`src/rtl/rst_cause_pkg.sv`:
```
package rst_cause_pkg;
   localparam int unsigned FIELD_W   = 5;
   localparam int unsigned FIELD_LSB = 27;
   localparam int unsigned DATA_W    = 32;
   // field index within the 5-bit record (bit 0 = register bit 27)
   localparam int unsigned IDX_PWRON   = 4;
   localparam int unsigned IDX_SW_PWR  = 3;
   localparam int unsigned IDX_SW_EXT  = 2;
   localparam int unsigned IDX_BTN_PWR = 1;
   localparam int unsigned IDX_BTN_EXT = 0;
   typedef enum logic {
      FK_CLR1 = 1'b0,
      FK_SET1 = 1'b1
   } field_kind_e;
   localparam logic [FIELD_W-1:0] SET1_MAP  = 5'b01100;
   localparam logic [FIELD_W-1:0] PWRON_VAL = 5'b10000;
endpackage

```
`src/rtl/rst_evt_counter.sv`:
```
module rst_evt_counter #(
   parameter int unsigned CNT_W = 4
) (
   input  logic clk,
   input  logic pwr_rst_n,
   input  logic dev_rst_n,
   input  logic clr_cnt,
   output logic evt,
   output logic first
);
   localparam logic [CNT_W-1:0] CNT_MAX = {CNT_W{1'b1}};

   logic             dev_q;
   logic [CNT_W-1:0] cnt_q;

   initial begin
      assert (CNT_W >= 1) else $error("CNT_W must be at least 1");
   end

   assign evt   = dev_q && !dev_rst_n;
   assign first = (cnt_q == '0);

   always_ff @(posedge clk) begin
      if (!pwr_rst_n) begin
         dev_q <= 1'b1;
         cnt_q <= '0;
      end else begin
         dev_q <= dev_rst_n;
         if (evt) begin
            if (cnt_q != CNT_MAX) cnt_q <= cnt_q + 1'b1;
         end else if (clr_cnt) begin
            cnt_q <= '0;
         end
      end
   end

   assert_cnt_saturates_R8: assert property (@(posedge clk) disable iff (!pwr_rst_n)
      (cnt_q == CNT_MAX && !clr_cnt) |=> (cnt_q == CNT_MAX));
   assert_cnt_clear_R6: assert property (@(posedge clk) disable iff (!pwr_rst_n)
      (clr_cnt && !evt) |=> (cnt_q == '0));
endmodule

```
`src/rtl/rst_field_bits.sv`:
```
module rst_field_bits
   import rst_cause_pkg::*;
(
   input  logic               clk,
   input  logic               pwr_rst_n,
   input  logic               evt,
   input  logic               first,
   input  logic               wr_hit,
   input  logic [FIELD_W-1:0] wr_bits,
   output logic [FIELD_W-1:0] field
);
   for (genvar i = 0; i < FIELD_W; i++) begin : g_bit
      localparam field_kind_e KIND = field_kind_e'(SET1_MAP[i]);
      logic b_q;
      always_ff @(posedge clk) begin
         if (!pwr_rst_n) begin
            b_q <= 1'b0;
         end else if (evt) begin
            if (first) b_q <= PWRON_VAL[i];
         end else if (wr_hit && wr_bits[i]) begin
            if (KIND == FK_SET1) b_q <= 1'b1;
            else                 b_q <= 1'b0;
         end
      end
      assign field[i] = b_q;
   end

   assert_pwron_load_R7: assert property (@(posedge clk) disable iff (!pwr_rst_n)
      (evt && first) |=> (field == PWRON_VAL));
   assert_keep_on_reset_R7: assert property (@(posedge clk) disable iff (!pwr_rst_n)
      (evt && !first) |=> $stable(field));
   assert_req_bits_sticky_R4: assert property (@(posedge clk) disable iff (!pwr_rst_n)
      ($fell(field[IDX_SW_PWR]) || $fell(field[IDX_SW_EXT])) |-> $past(evt));
endmodule

```
`src/rtl/rst_req_pulse.sv`:
```
module rst_req_pulse (
   input  logic clk,
   input  logic pwr_rst_n,
   input  logic evt,
   input  logic trig,
   output logic req
);
   always_ff @(posedge clk) begin
      if (!pwr_rst_n) req <= 1'b0;
      else            req <= trig && !evt;
   end

   assert_req_follows_R5: assert property (@(posedge clk) disable iff (!pwr_rst_n)
      req |-> $past(trig));
endmodule

```
`src/rtl/rst_cause_reg.sv`:
```
module rst_cause_reg
   import rst_cause_pkg::*;
#(
   parameter int unsigned ADDR_W   = 16,
   parameter logic [15:0] WIN_BASE = 16'hF020,
   parameter int unsigned CNT_W    = 4
) (
   input  logic              clk,
   input  logic              pwr_rst_n,
   input  logic              dev_rst_n,
   input  logic              wr_en,
   input  logic              rd_en,
   input  logic [ADDR_W-1:0] addr,
   input  logic [31:0]       wdata,
   output logic [31:0]       rdata,
   output logic              sys_rst_req
);
   localparam int unsigned CMP_W = ADDR_W - 3;

   initial begin
      assert (ADDR_W >= 4 && ADDR_W <= 16) else $error("ADDR_W out of range");
   end

   logic               in_win, upper, wr_hit, evt, first, trig;
   logic [FIELD_W-1:0] wr_bits, field;

   assign in_win  = (addr[ADDR_W-1:3] == WIN_BASE[ADDR_W-1:3]);
   assign upper   = in_win && addr[2];
   assign wr_hit  = wr_en && upper;
   assign wr_bits = wdata[DATA_W-1:FIELD_LSB];
   assign trig    = wr_hit && (wr_bits[IDX_SW_PWR] || wr_bits[IDX_SW_EXT]);

   rst_evt_counter #(.CNT_W(CNT_W)) cnt_i (
      .clk(clk), .pwr_rst_n(pwr_rst_n), .dev_rst_n(dev_rst_n),
      .clr_cnt(wr_hit && wr_bits[IDX_SW_PWR]), .evt(evt), .first(first));

   rst_field_bits bits_i (
      .clk(clk), .pwr_rst_n(pwr_rst_n), .evt(evt), .first(first),
      .wr_hit(wr_hit && dev_rst_n), .wr_bits(wr_bits), .field(field));

   rst_req_pulse pulse_i (
      .clk(clk), .pwr_rst_n(pwr_rst_n), .evt(!dev_rst_n),
      .trig(trig), .req(sys_rst_req));

   assign rdata = (rd_en && upper) ? {field, {FIELD_LSB{1'b0}}} : '0;

   assert_low_bits_zero_R2: assert property (@(posedge clk) disable iff (!pwr_rst_n)
      rdata[FIELD_LSB-1:0] == '0);
   assert_lower_word_zero_R3: assert property (@(posedge clk) disable iff (!pwr_rst_n)
      (rd_en && !addr[2]) |-> (rdata == '0));
   assert_no_req_without_write_R5: assert property (@(posedge clk) disable iff (!pwr_rst_n)
      sys_rst_req |-> $past(wr_en));
   logic unused_cmp;
   assign unused_cmp = (CMP_W == 0);
endmodule

```
`config.mk`:
```
export PLATFORM = sky130hd
export DESIGN_NAME = rst_cause_reg
export DESIGN_NICKNAME = d
export VERILOG_FILES = /design/src/rtl/rst_cause_pkg.sv /design/src/rtl/rst_evt_counter.sv /design/src/rtl/rst_field_bits.sv /design/src/rtl/rst_req_pulse.sv /design/src/rtl/rst_cause_reg.sv
export SDC_FILE = /design/constraint.sdc
export NUM_CORES = 1
export LEC_CHECK = 0
export BUFFER_PORTS_ARGS = -buffer_cell sky130_fd_sc_hd__clkbuf_2
export CORE_ASPECT_RATIO = 0.7
export CORE_MARGIN = 2
export CORE_UTILIZATION = 33
export CTS_CLUSTER_SIZE = 25
export DETAILED_ROUTE_END_ITERATION = 12
export MAX_ROUTING_LAYER = met4
export PLACE_DENSITY = 0.8
export SYNTH_ARGS = -nofsm -noshare
export SYNTH_HDL_FRONTEND = slang
export SYNTH_SLANG_ARGS = --single-unit
```
`constraint.sdc`:
```
create_clock -name clk -period 2.05 [get_ports clk]
set_input_delay 0.41 -clock clk [delete_from_list [all_inputs] [get_ports clk]]
set_output_delay 0.41 -clock clk [all_outputs]
set_load 0.01 [all_outputs]
```
Yosys cells after proc, flatten, opt, wreduce, memory -nomap -nowiden --
Cells that the tools add are included.
Operators by class: div/mod/pow operators 0, shifts and indexed selects 0, multiplexer cells 16, $lt $le $gt $ge 0, reductions and logical operators 28, multipliers 0, bitwise gates (word level) 0, equality and inequality tests 4, add/subtract/negate cells 1
Operator list (number):
- two-way mux 32 bit | 1
- equality test 13 bit, second input constant | 1
- logical AND 1 bit | 13
- two-way mux 1 bit | 12
- two-way mux 4 bit | 3
- AND reduction 2 bit | 6
- nonzero test 2 bit | 6
- adder 4 x 1 -> 4 bit, second input constant | 1
- logical NOT 4 bit | 1
- != test 2 bit, second input constant | 2
- != test 4 bit, second input constant | 1
- logical NOT 1 bit | 1
- logical OR 1 bit | 1
Storage, ports and cells: memory bits (read-only) 0, output and inout port bits 33, latch bits 0, logic and storage cells 57, input port bits 53, memory bits (writable) 0, bits in registers 11, memories 0

Logic depth before layout (Yosys ltp) --
Gate-level depths: netlist of run 1.
depth after elaboration 7, gate-level depth with buffers 6, depth with buffers taken out 6

Cells and area by module --
From an unflattened synthesis of run 1, not the netlist that was laid out.
Second synthesis, totals: cells, all modules 103, area total of the unflattened synthesis 828.3 um^2
Modules (own cells, without submodules):
- rst_cause_reg | seq. area each 0.0 um^2, cells each 50, area an instance 344.1 um^2, times used 1
- rst_evt_counter | seq. area each 100.1 um^2, cells each 32, area an instance 285.3 um^2, times used 1
- rst_field_bits | seq. area each 60.1 um^2, cells each 19, area an instance 170.2 um^2, times used 1
- rst_req_pulse | seq. area each 20.0 um^2, cells each 2, area an instance 28.8 um^2, times used 1

Least setup slack after synthesis of run 1 --
No wires, ideal clock.
path kind input port to output port, from in addr[10], to out rdata[29], arrival 1.501 ns, slack 0.139 ns, cell stages on the path 3, required time 1.640 ns, path buffers 0, cell sequence or4b_1 -> nor4_1 -> and2_1
On the way: longest elaborated chain between the ends 4
Ends and longest elaborated chain:
- start: declaration | line rst_cause_reg.sv:13 | input logic [ADDR_W-1:0] addr,
- equality test 13 bit | line rst_cause_reg.sv:27 | assign in_win = (addr[ADDR_W-1:3] == WIN_BASE[ADDR_W-1:3]);
- logical AND 1 bit | line rst_cause_reg.sv:28 | assign upper = in_win && addr[2];
- logical AND 1 bit | line rst_cause_reg.sv:45 | assign rdata = (rd_en && upper) ? {field, {FIELD_LSB{1'b0}}} : '0;
- two-way mux 32 bit | line rst_cause_reg.sv:45
- end: declaration | line rst_cause_reg.sv:15 | output logic [31:0] rdata,
No other way between the ends.

Final worst setup path of run 1 --
from in addr[4], to out rdata[30]
The elaborated chain is that of the path after synthesis.

==> metrics.yaml, run 1 <==
status:
  status: "finished, final reports clean"
grt:
  grt_max_degree: 11
  grt_pass1_wl_mm: 2.37
  grt_overflow: 0
  grt_pass1_vias: 559
  track_usage_pct: 12.7
  antenna_found_initial: 0
floorplanning:
  rows: 14
  fp.dieArea_sq_um: 2620
  core_sq_um: 2120
  io_pins: 86
  die_y_um: 43.4
  die_x_um: 60.3
  start_util_pct: 34.6
logic_synthesis:
  synth_seq_cells: 9
  synth_top_cell_by_area: "buf_4"
  async_flop_share_pct: 0
  synth_top_area_share_pct: 29.7
  syn_avg_cell_area_sq_um: 8.33
  netlist_area_sq_um: 733
  ys_seq_area_share_pct: 24.6
  synthCells: 88
  synthFlopType: "dfxtp_1"
  yosys-top-cells-area: "buf_4, dfxtp_1, and2_1"
  ys_warn_count: 0
  synth-edff-count: 0
  yosysMostFrequentCell: "buf_4"
  yosys-top-cells-count: "buf_4, dfxtp_1, nand3_1"
  synth_cell_types: 32
critical_path:
  rr_startpoint: "cnt_i.cnt_q[1]"
  ff2ff_setup_slack_ns: 0.51
  required_ns: 1.64
  path_delay_family: "simple AND/OR/NAND/NOR gates"
  arrival_ns: 1.62
  worst_path_largest_cell_delay_ns: 0.54
  critPathBufInv: 2
  path_class: "primary input to output pin"
  crit_slowest_cell: "or4_4"
  endpoint_kind: "output pin"
  start_kind: "primary input"
  worstRegToRegCells: 4
  path_cells: "clkbuf_2 > or4_4 > nor4_4 > and2_1 > buf_2"
  worst-path-max-fanout: 3
  r2r-end: "cnt_i.cnt_q[1]"
  cp-startpoint: "addr[4]"
finish:
  regArea_sq_um: 180
  drive_gt1_share_pct: 30.8
  n_fill_cell: 221
  antenna_cells: 0
  fin_util_pct: 39.6
  layout.cells.non_filler: 149
  multi_input_area_sq_um: 429
  nets: 173
  area_delta_synth_final_pct: 14.3
  stdcell_area_sq_um: 838
timing:
  min_period_ns: 2.03
  fin_setup_tns_ns: 0
  fin_skew_ns: 0.00404
  setup_ws_ns: 0.0152
  setup_violations: 0
  final_hold_viol_count: 0
  hold_slack_ns: 0.354
  fmax_mhz: 491
  rsz0062_at_grt: "yes"
  slew_violations: 0
  fin_crit_sh_pct: 99.3
worst_hold_path:
  whs_path_depth: 2
  whs_endpoint: "bits_i.g_bit[4].b_q"
  hold_path.class: "primary input to flip-flop"
  hold_path_startpoint: "wdata[31]"
placed_design:
  place_ws_ns: -0.0799
  placed_area_sq_um: 793
  dpl.hpwl_mm: 1.27
  portBuffers: 25
  dp_cells: 145
  gp_congestion: 0.738
clock_network:
  tritoncts: "built"
  cts_buffers: 3
  htreeDepth: 1
  root_buffer: "clkbuf_4"
  clk_latency_ns: 0.26
  clockBufferDepth: 2
  cts_sinks: 9
  cts.clk_slew.worst_paths_ns: 0.06
  postCtsHoldBufs: 0
detailed_routing:
  wl_mm: 1.55
  drt_iter0_drc: 15
  wire_per_inst_um: 10.4
  via_per_inst: 4.33
  ant_nets: 0
  drc: 0
  via_count: 645
  dr.pass1.iters: 4
power:
  power.total_mw: 0.419
  ir_drop_mv: 0.153
  power_density_nw_per_um2: 500
  p_leak_nw: 0.429
run:
  maxCapViolCount: 0
==> layout make-up <==
cell class / instances / share of cell area, %
Clock buffer: 4 / 3.13
Inverter: 4 / 1.79
Multi-Input combinational cell: 72 / 51.2
Sequential cell: 9 / 21.5
Tap cell: 32 / 4.78
Timing Repair Buffer: 28 / 17.6
==> registers in the layout, indices dropped and copies added (netlist names) <==
name,count
cnt_i.cnt_q,4
cnt_i.dev_q,1
pulse_i.req,1
bits_i.g_bit.b_q,3
==> cells in the final DEF (no fill, tap or decap), types with 2 or more instances in the layout <==
master / synthesis / routed
clkbuf_2: 0 / 22
nor4_4: 1 / 2
o21ai_1: 2 / 2
nand2b_1: 3 / 3
inv_1: 4 / 4
and2_1: 4 / 4
buf_2: 0 / 3
a31oi_1: 2 / 2
nand3_1: 5 / 5
a21oi_1: 2 / 2
nand2_1: 2 / 2
clkbuf_4: 0 / 3
buf_4: 29 / 3
ha_1: 2 / 2
dfxtp_1: 9 / 9
conb_1: 1 / 29
nor3_1: 4 / 4
==> cell families after synthesis <==
kind of cell / Yosys count / synth area share, %
AOI/OAI and AO/OA: 13 / 11.9
adders and majority gates: 2 / 3.41
buffers and inverters: 35 / 33.8
DFF: 9 / 24.6
other: 1 / 0.511
and+or+nand+nor: 28 / 25.8
==> how the worst max path moves through the flow <==
stage                     depth (start not counted)         to
after global placement                            5  rdata[30]
after detailed placement                          5  rdata[30]
after CTS                                         5  rdata[30]
after floorplan                                   3  rdata[29]
final                                             5  rdata[30]
after global routing                              5  rdata[30]
==> metal layers <==
| layer | part of all wire (%) | vias to the layer above | track usage (%) |
|---|---|---|---|
| li1 | - | 309 | - |
| met1 | 39 | 303 | 14.1 |
| met2 | 54 | 29 | 20.7 |
| met3 | 4.7 | 4 | 2.99 |
| met4 | 1.9 | 0 | 7.56 |
| met5 | 0 | - | - |
==> power by group <==
group | internal [mW] | switching (mW)
Clock | 0.0752 | 0.0656
Combinational | 0.0323 | 0.0574
Sequential | 0.182 | 0.00697
==> what timing repair did <==
action / 4_1_cts / 5_1_grt
buffers inserted: 0 / 0
endpoints found under the setup margin: 3 / 3
gates resized for setup: 2 / 4
==> worst reg2reg max path, stage by stage, from the launching register on <==
cell and delay, ns:
dfxtp_1 0.36, ha_1 0.25, a31oi_1 0.39, nor3_1 0.10
a311o_1 0.33
(Power assumes the default switching activity.)
==> run 2: changes to the inputs <==
--- a/config.mk
+++ b/config.mk
@@ -12,7 +12,7 @@
 export CTS_CLUSTER_SIZE = 25
 export DETAILED_ROUTE_END_ITERATION = 12
 export MAX_ROUTING_LAYER = met4
-export PLACE_DENSITY = 0.8
+export PLACE_DENSITY = 0.92
 export SYNTH_ARGS = -nofsm -noshare
 export SYNTH_HDL_FRONTEND = slang
 export SYNTH_SLANG_ARGS = --single-unit
==> metrics.yaml, run 2 (same netlist as run 1, synthesis figures left out) <==
detailed_routing:
  drc: 0  # unchanged
  via_count: 627  # -2.8%
  drt_iter0_drc: 12  # -3
  routed.top_layer: "met4"
  ant_nets: 0  # unchanged
  dr.pass1.iters: 4  # unchanged
  dr_wl_met3_um: 143  # +96%
  via_per_inst: 4.18  # -3.4%
  wl_mm: 1.42  # -8.3%
  met1Wirelength_um: 543  # -11%
  wire_per_inst_um: 9.45  # -9.0%
  wl_met2_um: 707  # -15%
clock_network:
  htreeDepth: 1  # unchanged
  root_buffer: "clkbuf_4"
  cts_buffers: 3  # unchanged
  cts_sinks: 9  # unchanged
  tritoncts: "built"
  cts.clk_slew.worst_paths_ns: 0.06  # about the same
  clk_latency_ns: 0.26  # about the same
  clockBufferDepth: 2  # unchanged
  postCtsHoldBufs: 0  # unchanged
critical_path:
  arrival_ns: 1.64  # +0.02 ns
  rr_startpoint: "cnt_i.cnt_q[1]"
  ff2ff_setup_slack_ns: 0.53  # +0.02 ns
  endpoint_kind: "output pin"
  r2r-end: "cnt_i.cnt_q[1]"
  start_kind: "primary input"
  path_class: "primary input to output pin"
  crit_slowest_cell: "or4_4"
  path_delay_family: "simple AND/OR/NAND/NOR gates"
  critPathBufInv: 3  # +1
  worst-path-max-fanout: 3  # unchanged
  worstRegToRegCells: 4  # unchanged
  path_cells: "clkbuf_2 > or4_4 > nor4_4 > buf_4 > and2_4 > buf_6"
  worst_path_largest_cell_delay_ns: 0.55  # about the same
  required_ns: 1.64  # about the same
finish:
  stdcell_area_sq_um: 872  # +4.0%
  layout_commonest_cell: "conb_1"
  drive_gt1_share_pct: 33.9  # +3.1 points
  layout.cells.non_filler: 150  # +0.67%
  largest-register: "cnt_i.cnt_q"
  nets: 174  # +0.58%
  area_delta_synth_final_pct: 18.9
  n_fill_cell: 223  # +0.90%
  final_cell_mix: "conb_1, clkbuf_2, dfxtp_1"
  largest_register_ffs: 4  # unchanged
  largest_registers: "cnt_i.cnt_q (4), bits_i.g_bit.b_q (3)"
  antenna_cells: 0  # unchanged
placed_design:
  portBuffers: 25  # unchanged
  dp_cells: 145  # unchanged
  gp_congestion: 0.848  # +15%
  place_ws_ns: -0.108  # -0.0280 ns
  dpl.hpwl_mm: 1.15  # -9.3%
  placed_area_sq_um: 793  # unchanged
grt:
  grt_max_degree: 11  # unchanged
  grt_pass1_vias: 520  # -7.0%
  grt_pass1_wl_mm: 2.08  # -12%
  grt_overflow: 0  # unchanged
  antenna_found_initial: 0  # unchanged
  track_usage_pct: 10.9  # -1.7 points
worst_hold_path:
  whs_path_depth: 2  # unchanged
  whs_endpoint: "bits_i.g_bit[4].b_q"
  hold_path_startpoint: "wdata[31]"
  hold_path.class: "primary input to flip-flop"
run:
  maxCapViolCount: 0  # unchanged
timing:
  fin_skew_ns: 0.00336  # -0.000678 ns
  setup_ws_ns: 0.00347  # -0.0118 ns
  setup_violations: 0  # unchanged
  fin_crit_sh_pct: 99.8  # +0.57 points
  fin_setup_tns_ns: 0  # unchanged
  slew_violations: 0  # unchanged
  rsz0062_at_grt: "yes"
  min_period_ns: 2.05  # +0.0118 ns
  fmax_mhz: 489  # -0.57%
  final_hold_viol_count: 0  # unchanged
floorplanning:
  die_x_um: 60.3  # unchanged
  io_pins: 86  # unchanged
  rows: 14  # unchanged
  fp.dieArea_sq_um: 2620  # unchanged
  die_y_um: 43.4  # unchanged
  core_sq_um: 2120  # unchanged
  start_util_pct: 34.6  # unchanged
status:
  status: "finished, final reports clean"
power:
  power_density_nw_per_um2: 473  # -5.5%
  ir_drop_mv: 0.224  # +46%
  p_leak_nw: 0.440  # +2.6%
run 2: cell count changes in the layout (fill, tap and decap cells not counted):
cell | previous run | this run
and2_1 | 4 | 1
buf_6 | 0 | 3
buf_4 | 3 | 4
and2_4 | 0 | 3
buf_2 | 3 | 0
run 2: worst max path at each step:
stage	start	endpoint	slack, ns	depth (start not counted)
after global routing	addr[7]	rdata[29]	-0.05	6
after CTS	addr[11]	rdata[29]	-0.02	6
after global placement	addr[10]	rdata[31]	-0.12	6
final	addr[7]	rdata[30]	0.003	6
after floorplan	addr[10]	rdata[29]	0.14	3
after detailed placement	addr[10]	rdata[29]	-0.11	6
run 2: repair_timing:
item,CTS,global route
cloned,0,0
gates resized for setup,4,8
setup endpoints to repair,3,3
setup buffers,1,0
pin swaps,4,2
run 2: report_power, final:
| group | total [mW] | internal (mW) | switching [mW] | leakage [nW] |
|---|---|---|---|---|
| sequential | 0.190 | 0.182 | 0.00739 | 0.0734 |
| clock | 0.136 | 0.0749 | 0.0606 | 0.0150 |
| combinational | 0.0871 | 0.0318 | 0.0553 | 0.351 |
run 2: area by class of cell:
cell class / count / area [sq um] / area share, %
well taps: 32 / 40.0 / 4.59
repair buffers: 29 / 174 / 19.9
clock buffers: 4 / 26.3 / 3.01
flip-flops and latches: 9 / 180 / 20.7
inverters: 4 / 15.0 / 1.72
multi-input cells: 72 / 437 / 50.1
run 2: metrics by stage:
step                      total power, mW  hold WS [ns]  utilization, %
after CTS                           0.417         0.351            39.7
after global placement              0.272         0.455            37.4
after floorplan                     0.289         0.435               -
after detailed placement            0.276         0.454            37.4
after global routing                0.439         0.366            41.1
final                               0.412         0.354            41.1
run 2: layer usage:
layer | global-route usage, % | vias to the layer above
met2 | 19.8 | 40
met1 | 11.4 | 274
met5 | - | -
met4 | 6.67 | 0
li1 | - | 310
met3 | 0.896 | 3
run 2: worst register-to-register path, stage by stage (launching register included):
cell     delay (ns)
dfxtp_1        0.36
ha_1           0.25
a31oi_1        0.36
nor3_1         0.11
a311o_1        0.33
==> run 3: changes to the inputs <==
==> constraint.sdc (replaced) <==
create_clock -name clk -period 2.05 [get_ports clk]
set_input_delay 0.41 -clock clk [delete_from_list [all_inputs] [get_ports clk]]
set_output_delay 0.41 -clock clk [all_outputs]
set_load 0.05 [all_outputs]
==> metrics.yaml, run 3 (same netlist as run 1, synthesis figures left out) <==
placed_design:
  placed_area_sq_um: 805  # +1.4%
  gp_congestion: 0.851  # +0.28%
  portBuffers: 25  # unchanged
  dpl.hpwl_mm: 1.14  # -0.98%
  place_ws_ns: -0.253  # -0.145 ns
timing:
  fin_crit_sh_pct: 103  # +2.7 points
  final_hold_viol_count: 0  # unchanged
  slew_violations: 0  # unchanged
  setup_ws_ns: -0.0521  # -0.0556 ns
  fmax_mhz: 476  # -2.6%
  fin_skew_ns: 0.000294  # -0.00307 ns
  rsz0062_at_grt: "yes"
  setup_violations: 3  # +3
  min_period_ns: 2.10  # +0.0556 ns
detailed_routing:
  drt_iter0_drc: 19  # +7
  wl_mm: 1.45  # +2.3%
  wire_per_inst_um: 9.53  # +0.91%
  via_per_inst: 4.16  # -0.53%
  dr.pass1.iters: 4  # unchanged
  ant_nets: 0  # unchanged
  via_count: 632  # +0.80%
  drc: 0  # unchanged
floorplanning:
  rows: 14  # unchanged
  core_sq_um: 2120  # unchanged
  io_pins: 86  # unchanged
  fp.dieArea_sq_um: 2620  # unchanged
  start_util_pct: 34.6  # unchanged
  die_x_um: 60.3  # unchanged
  die_y_um: 43.4  # unchanged
run:
  maxCapViolCount: 0  # unchanged
grt:
  track_usage_pct: 11.5  # +0.57 points
  grt_pass1_wl_mm: 2.10  # +1.3%
  grt_max_degree: 11  # unchanged
  grt_overflow: 0  # unchanged
  antenna_found_initial: 0  # unchanged
  grt_pass1_vias: 509  # -2.1%
clock_network:
  clockBufferDepth: 2  # unchanged
  clk_latency_ns: 0.26  # about the same
  root_buffer: "clkbuf_4"
  postCtsHoldBufs: 0  # unchanged
  cts_sinks: 9  # unchanged
  htreeDepth: 1  # unchanged
  cts_buffers: 3  # unchanged
  tritoncts: "built"
  cts.clk_slew.worst_paths_ns: 0.06  # about the same
critical_path:
  path_class: "primary input to output pin"
  required_ns: 1.64  # about the same
  worst-path-max-fanout: 3  # unchanged
  start_kind: "primary input"
  endpoint_kind: "output pin"
  arrival_ns: 1.69  # +0.05 ns
finish:
  nets: 176  # +1.1%
  drive_gt1_share_pct: 35.0  # +1.1 points
  area_delta_synth_final_pct: 26.6
  final_cell_mix: "conb_1, clkbuf_2, dfxtp_1"
  largest_registers: "cnt_i.cnt_q (4), bits_i.g_bit.b_q (3)"
  fin_util_pct: 43.8  # +2.7 points
  largest_register_ffs: 4  # unchanged
  layout_commonest_cell: "conb_1"
  stdcell_area_sq_um: 928  # +6.5%
  antenna_cells: 0  # unchanged
  largest-register: "cnt_i.cnt_q"
power:
  power.total_mw: 0.505  # +23%
  power_density_nw_per_um2: 544  # +15%
  ir_drop_mv: 0.204  # -9.1%
  p_leak_nw: 0.461  # +4.9%
status:
  violations: "setup timing"
  status: "complete, but fails checks"
worst_hold_path:
  hold_path.class: "primary input to flip-flop"
run 3: critical path, cell delays in order:
cell	delay [ns]
clkbuf_2	0.08
or4_4	0.55
nor4_4	0.21
buf_4	0.15
and2_4	0.14
clkbuf_16	0.15
run 3: layout make-up:
| type | instances | area, sq um |
|---|---|---|
| Inverter | 4 | 15.0 |
| Tap cell | 32 | 40.0 |
| Multi-Input combinational cell | 72 | 437 |
| Timing Repair Buffer | 31 | 230 |
| Fill cell | 223 | 1190 |
| Sequential cell | 9 | 180 |
| Clock buffer | 4 | 26.3 |
run 3: repair_timing:
action                                 CTS  global route
pin swaps                                5             2
endpoints found under the hold margin    0             0
resized for setup                       14             1
setup buffers                            1             1
setup endpoints to repair                3             3
run 3: report_power, final:
part           internal (mW)  switching, mW  total, mW
Combinational         0.0329          0.147      0.180
Sequential             0.182        0.00635      0.188
Clock                 0.0750         0.0618      0.137
Total                  0.290          0.215      0.505
run 3: metrics by stage:
stage | std cells | hold slack [ns] | TNS [ns]
CTS | 151 | 0.359 | -0.219
global placement | 146 | 0.456 | -0.740
global route | 152 | 0.355 | -0.318
detailed placement | 146 | 0.455 | -0.780
finish | 152 | 0.364 | -0.147
floorplan | 116 | 0.435 | -0.00629
run 3: worst paths after layout:
kind | endpoint | cells after the start | slack (ns) | startpoint
max | rdata[29] | 6 | -0.05 | addr[7]
min | bits_i.g_bit[4].b_q | 2 | 0.36 | wdata[31]
max reg2reg | cnt_i.cnt_q[1] | 4 | 0.56 | cnt_i.cnt_q[1]
min reg2reg | bits_i.g_bit[3].b_q | 2 | 0.47 | bits_i.g_bit[3].b_q
run 3: metal layers:
metal	part of all wire (%)	vias up	track usage (%)
met3	12	4	1.79
met4	1.9	0	6.67
li1	-	316	-
met5	0	-	-
met1	40	266	13.2
met2	47	46	18.9
